==> config.mk <==
export PLATFORM = sky130hd
export DESIGN_NAME = pie_fwd_decoder
export DESIGN_NICKNAME = d
export VERILOG_FILES = /design/src/rtl/pie_rx_pkg.sv /design/src/rtl/pie_sync_edge.sv /design/src/rtl/pie_sat_count.sv /design/src/rtl/pie_fwd_decoder.sv
export SDC_FILE = /design/constraint.sdc
export NUM_CORES = 1
export LEC_CHECK = 0
export ABC_AREA = 0
export CAP_MARGIN = 20
export CELL_PAD_IN_SITES_DETAIL_PLACEMENT = 0
export CELL_PAD_IN_SITES_GLOBAL_PLACEMENT = 1
export CORE_MARGIN = 2
export CORE_UTILIZATION = 25
export DETAILED_ROUTE_END_ITERATION = 7
export DONT_BUFFER_PORTS = 1
export GPL_TIMING_DRIVEN = 0
export HOLD_SLACK_MARGIN = 0.12
export PLACE_DENSITY = 0.56
export SETUP_SLACK_MARGIN = 0.1
export SYNTH_ARGS = -nofsm -noshare
export SYNTH_HDL_FRONTEND = slang
export SYNTH_HIERARCHICAL = 1
export SYNTH_SLANG_ARGS = --single-unit
export TNS_END_PERCENT = 5
==> constraint.sdc <==
create_clock -name clk -period 3.55 [get_ports clk]
set_input_delay 0.355 -clock clk [delete_from_list [all_inputs] [get_ports clk]]
set_output_delay 0.355 -clock clk [all_outputs]
set_load 0.1 [all_outputs]
==> src/rtl/pie_rx_pkg.sv <==
package pie_rx_pkg;

    typedef enum logic [2:0] {
        ST_IDLE = 3'd0,
        ST_LEAD = 3'd1,
        ST_RCAL = 3'd2,
        ST_OPT  = 3'd3,
        ST_DATA = 3'd4
    } rx_state_e;

    localparam int unsigned CNT_W_DEF     = 12;
    localparam int unsigned DELIM_MIN_DEF = 8;
    localparam int unsigned SYNC_DEF      = 2;

endpackage

==> src/rtl/pie_sync_edge.sv <==
module pie_sync_edge #(
    parameter int unsigned STAGES = 2
) (
    input  logic clk,
    input  logic rst_n,
    input  logic din_i,
    output logic lvl_o,
    output logic rise_o
);
    // STAGES synchronizer flops plus one history flop for edge detection.
    logic [STAGES:0] chain_d, chain_q;

    always_comb begin
        chain_d = {chain_q[STAGES-1:0], din_i};
    end

    always_ff @(posedge clk or negedge rst_n) begin
        if (!rst_n) chain_q <= '1;
        else        chain_q <= chain_d;
    end

    assign lvl_o  = chain_q[STAGES-1];
    assign rise_o = chain_q[STAGES-1] & ~chain_q[STAGES];
endmodule

==> src/rtl/pie_sat_count.sv <==
module pie_sat_count #(
    parameter int unsigned W        = 12,
    parameter int unsigned LOAD_VAL = 0
) (
    input  logic         clk,
    input  logic         rst_n,
    input  logic         load_i,
    output logic [W-1:0] cnt_o
);
    localparam logic [W-1:0] TOP  = '1;
    localparam logic [W-1:0] LVAL = W'(LOAD_VAL);

    logic [W-1:0] cnt_d, cnt_q;

    always_comb begin
        if (load_i)            cnt_d = LVAL;
        else if (cnt_q == TOP) cnt_d = cnt_q;
        else                   cnt_d = cnt_q + 1'b1;
    end

    always_ff @(posedge clk or negedge rst_n) begin
        if (!rst_n) cnt_q <= '0;
        else        cnt_q <= cnt_d;
    end

    assign cnt_o = cnt_q;
endmodule

==> src/rtl/pie_fwd_decoder.sv <==
module pie_fwd_decoder
    import pie_rx_pkg::*;
#(
    parameter int unsigned CNT_W       = CNT_W_DEF,
    parameter int unsigned DELIM_MIN   = DELIM_MIN_DEF,
    parameter int unsigned SYNC_STAGES = SYNC_DEF
) (
    input  logic             clk,
    input  logic             rst_n,
    input  logic             env_i,
    output logic             bit_valid_o,
    output logic             bit_o,
    output logic [CNT_W-1:0] rtcal_o,
    output logic [CNT_W-1:0] trcal_o,
    output logic             frame_start_o,
    output logic             frame_end_o
);
    localparam int unsigned END_SHIFT = 2;
    localparam int unsigned LIM_W     = CNT_W + END_SHIFT;
    localparam logic [CNT_W-1:0] DELIM_CNT = CNT_W'(DELIM_MIN);

    typedef struct packed {
        rx_state_e        st;
        logic [CNT_W-1:0] rcal;
        logic [CNT_W-1:0] tcal;
        logic             vld;
        logic             val;
        logic             fs;
        logic             fe;
    } regs_t;

    logic             env_lvl, env_rise;
    logic [CNT_W-1:0] sym_cnt, low_cnt;
    logic [CNT_W-1:0] pivot;
    logic [LIM_W-1:0] end_lim, sym_ext;
    logic             delim_seen, high_timeout;
    regs_t            r_d, r_q;

    pie_sync_edge #(.STAGES(SYNC_STAGES)) u_sync (
        .clk    (clk),
        .rst_n  (rst_n),
        .din_i  (env_i),
        .lvl_o  (env_lvl),
        .rise_o (env_rise)
    );

    // Samples since the last rise; a rise restarts it at 1.
    pie_sat_count #(.W(CNT_W), .LOAD_VAL(1)) u_sym_cnt (
        .clk    (clk),
        .rst_n  (rst_n),
        .load_i (env_rise),
        .cnt_o  (sym_cnt)
    );

    // Length of the current low run; carrier clears it.
    pie_sat_count #(.W(CNT_W), .LOAD_VAL(0)) u_low_cnt (
        .clk    (clk),
        .rst_n  (rst_n),
        .load_i (env_lvl),
        .cnt_o  (low_cnt)
    );

    always_comb begin
        pivot        = r_q.rcal >> 1;
        end_lim      = {r_q.rcal, {END_SHIFT{1'b0}}};
        sym_ext      = {{END_SHIFT{1'b0}}, sym_cnt};
        delim_seen   = env_rise && (low_cnt >= DELIM_CNT);
        high_timeout = env_lvl && !env_rise && (sym_ext > end_lim);

        r_d     = r_q;
        r_d.vld = 1'b0;
        r_d.val = 1'b0;
        r_d.fs  = 1'b0;
        r_d.fe  = 1'b0;

        if (delim_seen) begin
            r_d.st   = ST_LEAD;
            r_d.rcal = '0;
            r_d.tcal = '0;
            r_d.fs   = 1'b1;
        end else begin
            unique case (r_q.st)
                ST_IDLE: ;
                ST_LEAD: if (env_rise) r_d.st = ST_RCAL;
                ST_RCAL: begin
                    if (env_rise) begin
                        r_d.rcal = sym_cnt;
                        r_d.st   = ST_OPT;
                    end
                end
                ST_OPT, ST_DATA: begin
                    if (env_rise) begin
                        r_d.st = ST_DATA;
                        if (r_q.st == ST_OPT && sym_cnt > r_q.rcal) begin
                            r_d.tcal = sym_cnt;
                        end else begin
                            r_d.vld = 1'b1;
                            r_d.val = (sym_cnt > pivot);
                        end
                    end else if (high_timeout) begin
                        r_d.fe = 1'b1;
                        r_d.st = ST_IDLE;
                    end
                end
                default: r_d.st = ST_IDLE;
            endcase
        end
    end

    always_ff @(posedge clk or negedge rst_n) begin
        if (!rst_n) begin
            r_q <= '{st: ST_IDLE, rcal: '0, tcal: '0, vld: 1'b0,
                     val: 1'b0, fs: 1'b0, fe: 1'b0};
        end else begin
            r_q <= r_d;
        end
    end

    assign bit_valid_o   = r_q.vld;
    assign bit_o         = r_q.val;
    assign rtcal_o       = r_q.rcal;
    assign trcal_o       = r_q.tcal;
    assign frame_start_o = r_q.fs;
    assign frame_end_o   = r_q.fe;
endmodule

# Yosys cells after proc, flatten, opt, wreduce, memory -nomap -nowiden
# Cells that the tools add are included.
# totals
ff_bits	58
inputBits	3
out_inout_bits	28
word_cells	65
# op_classes
addsub	2
n_lt_le_gt_ge	4
n_eq_ne	12
muxes	21
bitwise_logic	2
reduce_logical	14
# ops
op	n
12-bit 2-to-1 mux	6
14-bit 2-to-1 mux	2
27-bit 2-to-1 mux	1
12-bit by 1-bit adder with 12-bit output (second input constant)	2
12-bit == test (second input constant)	2
15-bit 2-to-1 mux	1
12-bit by 14-bit > comparator with 1-bit output	1
12-bit by 4-bit greater-or-equal comparator with 1-bit output (second input constant)	1
12-bit by 11-bit > comparator with 1-bit output	1
12-bit > comparator	1
3-bit case mux with 4 select lines	1
3-bit 2-to-1 mux	3
2-bit nonzero test	4
3-bit by 2-bit == test with 1-bit output (second input constant)	2
2-bit inequality test (second input constant)	3
3-bit inequality test (second input constant)	2
1-bit 2-to-1 mux	5
1-bit logical AND	4
2-bit 2-to-1 mux	2
4-bit inequality test (second input constant)	1
4-bit AND reduction	1
3-bit by 1-bit == test with 1-bit output (second input constant)	1
3-bit == test (second input constant)	1
3-bit logical NOT	1
other kinds (6)	6

# Depth between registers and ports, before layout
# Gate-level depths: netlist of run 1.
# logic_depth
depth_word	9
mapped_depth	9
ltp_nobuf	8

# Hierarchy
# Netlist of run 1, hierarchy kept.
# by_module_without_submodules
module	n_inst	cells_each	area_per_inst_um2	seq_area_each_um2
pie_fwd_decoder	1	231	2347.3	775.7
pie_sat_count	2	66	663.1	300.3
pie_sync_edge	1	4	92.6	78.8

# Worst setup path after synthesis of run 1
# Ideal clock, no wire load.
# synth_path
path_type	register to register
start	reg u_sym_cnt.cnt_q[8] (netlist: u_sym_cnt/cnt_o[8])
end	reg r_q (netlist bit rtcal_o[8])
setup_time_ps	125
arrival_time_ps	2085
required_time_ps	3425
slack_ps	1339
stages_incl_launch_ff	9
path_buffers	1
synth_period_minus_slack_ps	2211
cell_sequence	dfrtp_1 -> ha_1 -> and4_1 -> nand4_2 -> a21oi_2 -> o221ai_2 -> o41ai_4 -> buf_6 -> o21ai_2
# synth_between
elab_chain_len	3
# synth_lines
item	line	text
start, declared	pie_sat_count.sv:13	logic [W-1:0] cnt_d, cnt_q;
start signal, assigned	pie_sat_count.sv:23	else cnt_q <= cnt_d;
15-bit 2-to-1 mux	pie_fwd_decoder.sv:86	if (env_rise) begin
12-bit 2-to-1 mux	pie_fwd_decoder.sv:82	unique case (r_q.st)
27-bit 2-to-1 mux	pie_fwd_decoder.sv:76	if (delim_seen) begin
end signal, assigned	pie_fwd_decoder.sv:112	r_q <= '{st: ST_IDLE, rcal: '0, tcal: '0, vld: 1'b0,
end signal, assigned	pie_fwd_decoder.sv:115	r_q <= r_d;
end, declared	pie_fwd_decoder.sv:37	regs_t r_d, r_q;
# Every way passes these cells. The select of a mux whose other input is x is not followed.
# A chain may end at the register's enable or synchronous reset.

==> summary.md, run 1 <==
| Metric | Value |
|---|---|
| Most common cell after layout, fill and taps aside | dfrtp_1 |
| Worst hold slack | between 300 and 400 ps |
| Synth async-reset ratio | 100% |
| Max_cap viols | 0 |
| Finished Layout Cells | 570 |
| Switching power | 1.24 mW |
| Synth area leader | dfrtp_1 |
| Nets@finish | 419 |
| Placer Congestion | approximately 0.80 |
| Largest net degree at the start of global routing | 59 |
| RSZ-0062 raised after global routing | no |
| Sequential-to-total area share from yosys stat | 38.6% |
| Combinational Power Share | around 37% |
| Post CTS Setup Buffer Count | 0 |
| Most area-consuming cells after synthesis | dfrtp_1 (37%), ha_1 (12%), buf_4 (4.8%) |
| All-Layer GR Usage | 12.0% |
| Full die area | 16,100 um^2 |
| Worst slew pin tran | 880 ps |
| Share of layout cells above drive strength 1 | between 20% and 30% |
| Filler cell count in the final layout | roughly 1,600 |
| Cell variety after synth | 60 |
| Cells after synthesis | 367 |
| DP Worst Slack | ~950 ps |
| Latest clock arrival within the worst-skew pair | 330 ps |
| CTS sink count | 58 |
| Number of buffers on the longest clock path | 2 |
| # DRC | 0 |
| Standard-cell rows | 44 |
| Yosys Warn Count | 6 |
| Power share of the clock group | 31.8% |
| Top cell type's share of synthesized area | 36.5% |
| Die Ht | 127 um |
| Initial antenna violation count | 0 |
| Worst setup skew after layout | 11.5 ps |
| R2R setup slack | 940 ps |
| Number of synthesized flops with an enable pin | 0 |
| Placed Instances | roughly 550 |
| Final setup vio count | 0 |
| Min setup slack post-route | 939 ps |
| Crit path kind | reg -> reg |
| IO Count | 31 |
| Core area | 14,600 um^2 |
| Worst setup SP type | flip-flop |
| Reg power frac | 30.9% |
| Global-route wire length before repair | 15,000 um |
| Vias in the first global route | between 2,000 and 3,000 |
| Antenna cells | 0 |
| Number of buffers created by CTS | 9 |
| Relative slew slack | 41.4% |
| CP endpoint kind | flip-flop |
| HP Class | reg -> reg |
| Die width | 127 um |
| Commonest cells after routing, fill and taps aside | dfrtp_1 (55), ha_1 (35), nor2_1 (31) |
| Detailed Route WL | 9090 um |
| PD cells | 677 nW/um^2 |
| PortBufs | 0 |
| Final Hold Vio Count | 0 |
| Synth Register Bits | 58 |
| Worst-path fanout max | 13 |
| CTS hold repair buffers | 3 |
| Leak | 1.95 nW |
| Switching share of power | 42.0% |
| Drt initial violations | 114 |
| Gr ovfl total | 0 |
| Starting density of the core | 25.7% |
| Fmax | 0.383 GHz |
| Clock slew at reported path FFs | ~60 ps |
| Mapped Area | 3770 um^2 |
| Internal | 1.71 mW |
| Outcome | completed |
| Routed vias | 2,777 |
| Worst EP arrival | 2820 ps |
| Vias per inst | 4.87 |
| Setup TNS | 0 ps |
| Post-detail-place hpwl | around 6400 um |
| Mapped Avg Cell Area | 10.3 um^2 |
| CTS resizes | 0 |
| Wire per inst | 15.9 um |
| WP data required | 3760 ps |
| VDD IR max | 255 uV |
| Top_reg_cell synth | dfrtp_1 |
| Antenna viol nets, final | 0 |
| DRT Pass-1 Iters | 4 |
| H-Tree Depth | 3 |
| Tmin final | between 2000 and 3000 ps |
| Period utilization | 73.5% |
| Syn Nets | 405 |
| Max-slew violation count | 0 |
| Area Overhead vs Synth | 15.8% |
| Root Buffer | clkbuf_16 |
| CTS tree | built |
[synth_stat cells, drive strengths merged, types with 2 or more instances]
cell / count
a41oi: 4
nand2: 13
nand4b: 2
a22o: 12
o21bai: 2
buf: 29
a31oi: 6
a21oi: 11
nor3b: 2
xor2: 2
a211oi: 6
nor2: 32
mux2: 2
o21a: 3
a21o: 5
o21ai: 19
and3: 5
mux2i: 5
nand4: 9
xnor2: 4
and4: 8
a31o: 2
o41ai: 2
dfrtp: 55
nor2b: 7
inv: 20
nor3: 12
o211ai: 4
ha: 35
a22oi: 12
clkbuf: 5
nand2b: 2
dfstp: 3
nand3: 16
[registers in the layout, indices dropped and copies added (netlist names), 3 cells and up]
| name | count |
|---|---|
| r_q | 3 |
| rtcal_o | 12 |
| u_sym_cnt/cnt_o | 12 |
| u_low_cnt/cnt_o | 12 |
| u_sync/chain_q | 3 |
| trcal_o | 12 |
[routing by layer]
layer | vias to the layer above | global-route usage (%) | wire (um) | part of all wire [%]
met5 | - | 0 | 0 | 0
met4 | 0 | 4.33 | 132 | 1.5
met3 | 11 | 3.04 | 290 | 3.2
met2 | 45 | 18.9 | 4220 | 46
met1 | 1348 | 15.9 | 4450 | 49
li1 | 1373 | - | - | -
[worst paths after layout]
| path | to | depth (start not counted) | startpoint |
|---|---|---|---|
| max | rtcal_o[3] | 8 | u_sym_cnt/cnt_o[8] |
| min | u_sync/chain_q[1] | 0 | u_sync/chain_q[0] |
| max reg2reg | rtcal_o[3] | 8 | u_sym_cnt/cnt_o[8] |
| min reg2reg | u_sync/chain_q[1] | 0 | u_sync/chain_q[0] |
| max in group asynchronous | u_sync/chain_q[2] | 2 | rst_n |
| min in group asynchronous | bit_o | 2 | rst_n |
[power by group through the flow]
stage | registers, mW | clock network (mW) | logic [mW]
floorplan | 0.865 | 0 | 0.946
global route | 0.926 | 0.987 | 1.21
CTS | 0.914 | 0.966 | 1.12
detailed placement | 0.924 | 0 | 1.09
global placement | 0.923 | 0 | 1.07
finish | 0.912 | 0.939 | 1.10
[metrics by stage]
step                util [%]  instance area (um^2)  power (mW)
floorplan                  -                  3770        1.81
global placement        27.3                  4000        2.00
detailed placement      27.3                  4000        2.01
CTS                     29.8                  4360        3.00
global route            29.8                  4360        3.12
finish                  29.8                  4360        2.95
[kinds of logic after synthesis]
family	count (synthesis)	synth area share [%]
AO/OA/AOI/OAI	93	19.8
buffers and inverters	54	8.11
adder cells (fa/ha/maj)	35	11.6
AND/OR/NAND/NOR	114	18.3
multiplexers	7	2.13
XOR/XNOR	6	1.40
flip-flops	58	38.6
[critical path, stage by stage (launching register included)]
cell and delay [ps]:
dfrtp_1 550, ha_1 390, and4_1 200, nand4_2 170, a21oi_2 150, o221ai_2 180
o41ai_4 530, buf_6 250, o21ai_2 60
[final cells by class]
class	instances	area, um^2	share of cell area [%]
sequential	58	1460	33.4
multi-input combinational	255	2010	46.0
buffer	34	230	5.28
tap	184	230	5.28
inverter	20	75.1	1.72
clock inverter	7	93.8	2.15
timing repair buffer	3	47.5	1.09
clock buffer	9	225	5.16
(Power assumes the default switching activity.)
==> run 2: changes to the inputs <==
- PLACE_DENSITY: 0.56 -> 0.58
- clock period: 3.55 -> 2.3 ns (I/O delays scaled with it)
==> summary.md, run 2 (same netlist as run 1, synthesis figures left out) <==
| Metric | Value |
|---|---|
| Standard-cell rows | 44 |
| Number of buffers on the longest clock path | 2 |
| Worst-path fanout max | 10 |
| Die width | between 100 and 150 um |
| Core area | roughly 15,000 um^2 |
| Vias per inst | 4.88 |
| DRT Pass-1 Iters | 4 |
| Starting density of the core | 25.7% |
| Final setup vio count | 0 |
| RSZ-0062 raised after global routing | yes |
| PD cells | 1010 nW/um^2 |
| Routed vias | between 2,000 and 3,000 |
| Leak | ~2.2 nW |
| Crit-path cells | ha_1 -> a21oi_2 -> nor2_1 -> a2111oi_4 -> a21oi_2 -> and4_4 -> buf_4 -> a22o_1 |
| HP Class | reg -> reg |
| Worst hold slack | 357 ps |
| Min setup slack post-route | 159 ps |
| All-Layer GR Usage | between 10% and 20% |
| Worst setup SP type | flip-flop |
| CTS tree | built |
| Latest clock arrival within the worst-skew pair | about 340 ps |
| Number of buffers created by CTS | 9 |
| Most used cell, CP | a21oi_2 |
| Largest net degree at the start of global routing | 59 |
| Final Hold Vio Count | 0 |
| Wire per inst | about 16 um |
| Critical path's largest stage delay | 450 ps |
| Max_cap viols | 0 |
| Area Overhead vs Synth | 30.7% |
| Global-route wire length before repair | 15,800 um |
| Worst setup skew after layout | 8.26 ps |
| Die Ht | 127 um |
| Post-detail-place hpwl | 6390 um |
| Grt peak-use layer | met2 |
| Tmin final | 2140 ps |
| Placed Instances | 551 |
| Commonest cells after routing, fill and taps aside | buf_4 (67), dfrtp_1 (42), nor2_1 (30) |
| Most common cell after layout, fill and taps aside | buf_4 |
| Clock slew at reported path FFs | 60 ps |
| Worst path top cell family by delay | compound AO/OA/AOI/OAI gates |
| Buf/Inv on CP | 1 |
| DP Worst Slack | -301 ps |
| Full die area | 16,100 um^2 |
| Initial antenna violation count | 0 |
| CP endpoint kind | flip-flop |
| Fmax | 0.467 GHz |
| Vias in the first global route | 2,981 |
| CTS sink count | 58 |
| Relative slew slack | 41.2% |
| Antenna cells | 0 |
| Outcome | completed |
| Hold Path Depth | 0 |
| Share of layout cells above drive strength 1 | 39.5% |
| Critical path's slowest cell | dfrtp_2 |
| Worst slew pin tran | approximately 900 ps |
| Max-slew violation count | 0 |
| # DRC | 0 |
| Drt initial violations | 138 |
| WP data required | 2520 ps |
| Met1 GRT Util | roughly 16% |
| Placer Congestion | 0.764 |
| Period utilization | 93.1% |
| VDD IR max | 431 uV |
| PortBufs | 0 |
| Worst EP arrival | 2360 ps |
| Setup TNS | 0 ps |
| Nets@finish | ~460 |
| H-Tree Depth | 3 |
| R2R depth | 8 |
| GR Layer Usage met3 | under 10% |
| Root Buffer | clkbuf_16 |
| IO Count | 31 |
| Detailed Route WL | 9780 um |
| Critical path depth | 8 |
| Gr ovfl total | 0 |
| Met2 Track Usage GR | between 20% and 30% |
| Finished Layout Cells | 612 |
| Antenna viol nets, final | 0 |
| Crit path kind | reg -> reg |
run 2: metal layers:
metal  part of all wire (%)  routed length, um
met5                      0                  0
met4                    1.1                108
met1                     46               4450
met2                     49               4810
met3                    4.1                405
run 2: area by class of cell:
type	instances	area [um^2]
Multi-Input combinational cell	255	2190
Buffer	34	240
Clock inverter	7	125
Fill cell	1494	9720
Inverter	20	75.1
Clock buffer	9	225
Tap cell	184	230
Sequential cell	58	1470
Timing Repair Buffer	45	367
run 2: path summary, 6_finish.rpt:
path	start	endpoint	slack [ps]
setup / recovery	u_sym_cnt/cnt_o[5]	trcal_o[4]	160
hold / removal	u_sync/chain_q[0]	u_sync/chain_q[1]	360
setup reg to reg	u_sym_cnt/cnt_o[5]	trcal_o[4]	160
hold reg to reg	u_sync/chain_q[0]	u_sync/chain_q[1]	360
max in group asynchronous	rst_n	u_sync/chain_q[2]	1550
min in group asynchronous	rst_n	rtcal_o[4]	410
run 2: through the flow:
stage                     util, %  cell area (um^2)  total power, mW
after floorplan                 -              3770             2.80
after global placement       27.3              4000             3.08
after detailed placement     27.3              4000             3.11
after CTS                    32.2              4710             4.93
after global routing         33.6              4920             5.24
final                        33.6              4920             4.98
run 2: timing repair:
item | in CTS | in global routing
gates cloned | 1 | 0
setup endpoints to repair | 26 | 26
pin swaps | 10 | 5
setup buffers | 26 | 15
resized for setup | 34 | 19
hold buffers | 3 | 0
hold endpoints to repair | 59 | 0
run 2: report_power, final:
part           switching (mW)  leakage (nW)  internal (mW)  total [mW]
sequential              0.216         0.745           1.16        1.38
clock                   0.531         0.171           1.07        1.60
combinational            1.28          1.29          0.718        2.00
run 2: worst reg2reg max path: stages (launching register included):
cell and delay, ps:
dfrtp_2 450, ha_1 320, a21oi_2 130, nor2_1 80
a2111oi_4 340, a21oi_2 140, and4_4 210, buf_4 170
a22o_1 190
==> run 3: changes to the inputs <==
- PLACE_DENSITY: 0.58 -> not set
- PLACE_DENSITY_LB_ADDON: not set -> 0.1
==> summary.md, run 3 (same netlist as run 1, synthesis figures left out) <==
| Metric | Value |
|---|---|
| Fmax | 0.445 GHz |
| IO Count | 31 |
| Starting density of the core | 25.7% |
| Wire per inst | ~17 um |
| Final Hold Vio Count | 0 |
| Routed vias | 2,885 |
| Placed Instances | 551 |
| Full die area | 16,100 um^2 |
| Detailed Route WL | 10,200 um |
| Standard-cell rows | 44 |
| PortBufs | 0 |
| VDD IR max | approximately 660 uV |
| Relative slew slack | between 40% and 50% |
| Core area | 14,600 um^2 |
| Die Ht | about 130 um |
| Critical path's slowest cell | dfrtp_2 |
| Tmin final | approximately 2200 ps |
| CP endpoint kind | flip-flop |
| R2R setup slack | 50 ps |
| Worst slew pin tran | between 800 and 900 ps |
| Drt initial violations | 123 |
| Filler cell count in the final layout | 1,506 |
| Reg area | 1470 um^2 |
| Finished Layout Cells | between 500 and 600 |
| Crit path kind | reg -> reg |
| Die width | roughly 130 um |
| Final setup vio count | 0 |
| Vias per inst | 4.86 |
| Max-slew violation count | 0 |
| Area Overhead vs Synth | 24.4% |
| Worst hold slack | 354 ps |
| Worst-path fanout max | 10 |
| Crit-path cells | ha_4 -> and4_4 -> nand4_4 -> a21oi_2 -> o221ai_4 -> o41ai_4 -> buf_6 -> o21ai_2 |
| Root Buffer | clkbuf_16 |
| Latest clock arrival within the worst-skew pair | about 330 ps |
| Critical path's largest stage delay | 460 ps |
| CTS tree | built |
| Clock slew at reported path FFs | 50 ps |
| Most common cell after layout, fill and taps aside | buf_4 |
| Placed cell area | 4000 um^2 |
| RSZ-0062 raised after global routing | yes |
| Vias in the first global route | 2,842 |
| PD cells | about 960 nW/um^2 |
| Fin area | 4680 um^2 |
| HP Class | reg -> reg |
| CTS sink count | 58 |
| Share of layout cells above drive strength 1 | 35.6% |
| Leak | 2.08 nW |
| Post-detail-place hpwl | 6850 um |
| Worst setup skew after layout | 7.27 ps |
| Global-route wire length before repair | 16,300 um |
| Initial antenna violation count | 0 |
| Max_cap viols | 0 |
| Placer Congestion | between 0.7 and 0.8 |
| Largest net degree at the start of global routing | slightly below 60 |
| Nets@finish | approximately 440 |
| Outcome | completed |
| # DRC | 0 |
| Total chip power | 4.51 mW |
| Worst setup SP type | flip-flop |
| H-Tree Depth | 3 |
| Period utilization | 97.7% |
| Worst EP arrival | approximately 2500 ps |
| Gr ovfl total | 0 |
| Area of the multi-input gates | 2150 um^2 |
| All-Layer GR Usage | 13.3% |
| Finished Core Util | 32.0% |
| Antenna viol nets, final | 0 |
| DRT Pass-1 Iters | 4 |
| Number of buffers on the longest clock path | 2 |
| Antenna cells | 0 |
| Commonest cells after routing, fill and taps aside | buf_4 (49), dfrtp_1 (43), nor2_1 (31) |
| Number of buffers created by CTS | 9 |
| WP data required | around 2500 ps |
## run 3: cell types whose count changed in the layout (fill, tap and decap cells not counted), sizes merged
cell and delta:
clkinv -1, bufinv -3, clkinvlp +1, buf -18, inv -2, clkbuf +5
## run 3: layout make-up
cell class | count | share of cell area (%)
repair buffers | 27 | 4.86
multi-input cells | 255 | 46.0
clock buffers | 14 | 5.64
plain buffers | 34 | 5.29
well taps | 184 | 4.92
inverters | 20 | 1.66
clock inverters | 2 | 0.267
flip-flops and latches | 58 | 31.4
## run 3: report_power, final
group	total (mW)	switching, mW	internal, mW
combinational	1.87	1.24	0.632
sequential	1.38	0.217	1.16
clock	1.26	0.474	0.787
total	4.51	1.93	2.58
## run 3: path summary, 6_finish.rpt
kind,from,to,cells past startpoint
max in group asynchronous,rst_n,u_sync/chain_q[2],2
min in group asynchronous,rst_n,rtcal_o[4],2
min,u_sync/chain_q[0],u_sync/chain_q[1],0
min reg2reg,u_sync/chain_q[0],u_sync/chain_q[1],0
max reg2reg,u_sym_cnt/cnt_o[7],rtcal_o[5],8
max,u_sym_cnt/cnt_o[7],rtcal_o[5],8
## run 3: metal layers
layer	up-vias	part of all wire, %	GRT usage, %	wire length (um)
li1	1424	-	-	-
met4	0	1.6	4.40	165
met5	-	0	0	0
met2	48	47	20.9	4770
met3	11	3.4	3.37	348
met1	1402	48	17.9	4880
## run 3: critical path, delay by kind of cell, from the launching register on
family / cells / cell delay [ps]
and+or+nand+nor: 2 / 320
AOI/OAI and AO/OA: 4 / 820
buffers and inverters: 1 / 240
DFF: 1 / 460
adders and majority gates: 1 / 280
## run 3: timing repair
item | CTS | global route
pin swaps | 15 | 9
gates resized for setup | 39 | 11
setup endpoints to repair | 27 | 24
hold endpoints to repair | 59 | 0
hold buffers | 3 | 0
buffers inserted | 23 | 1
## run 3: stage by stage
step | setup WS (ps) | TNS, ps
floorplan | 113 | 0
CTS | -0.212 | -0.212
detailed placement | -413 | -7780
finish | 53.0 | 0
global route | -89.9 | -517
global placement | -406 | -8420
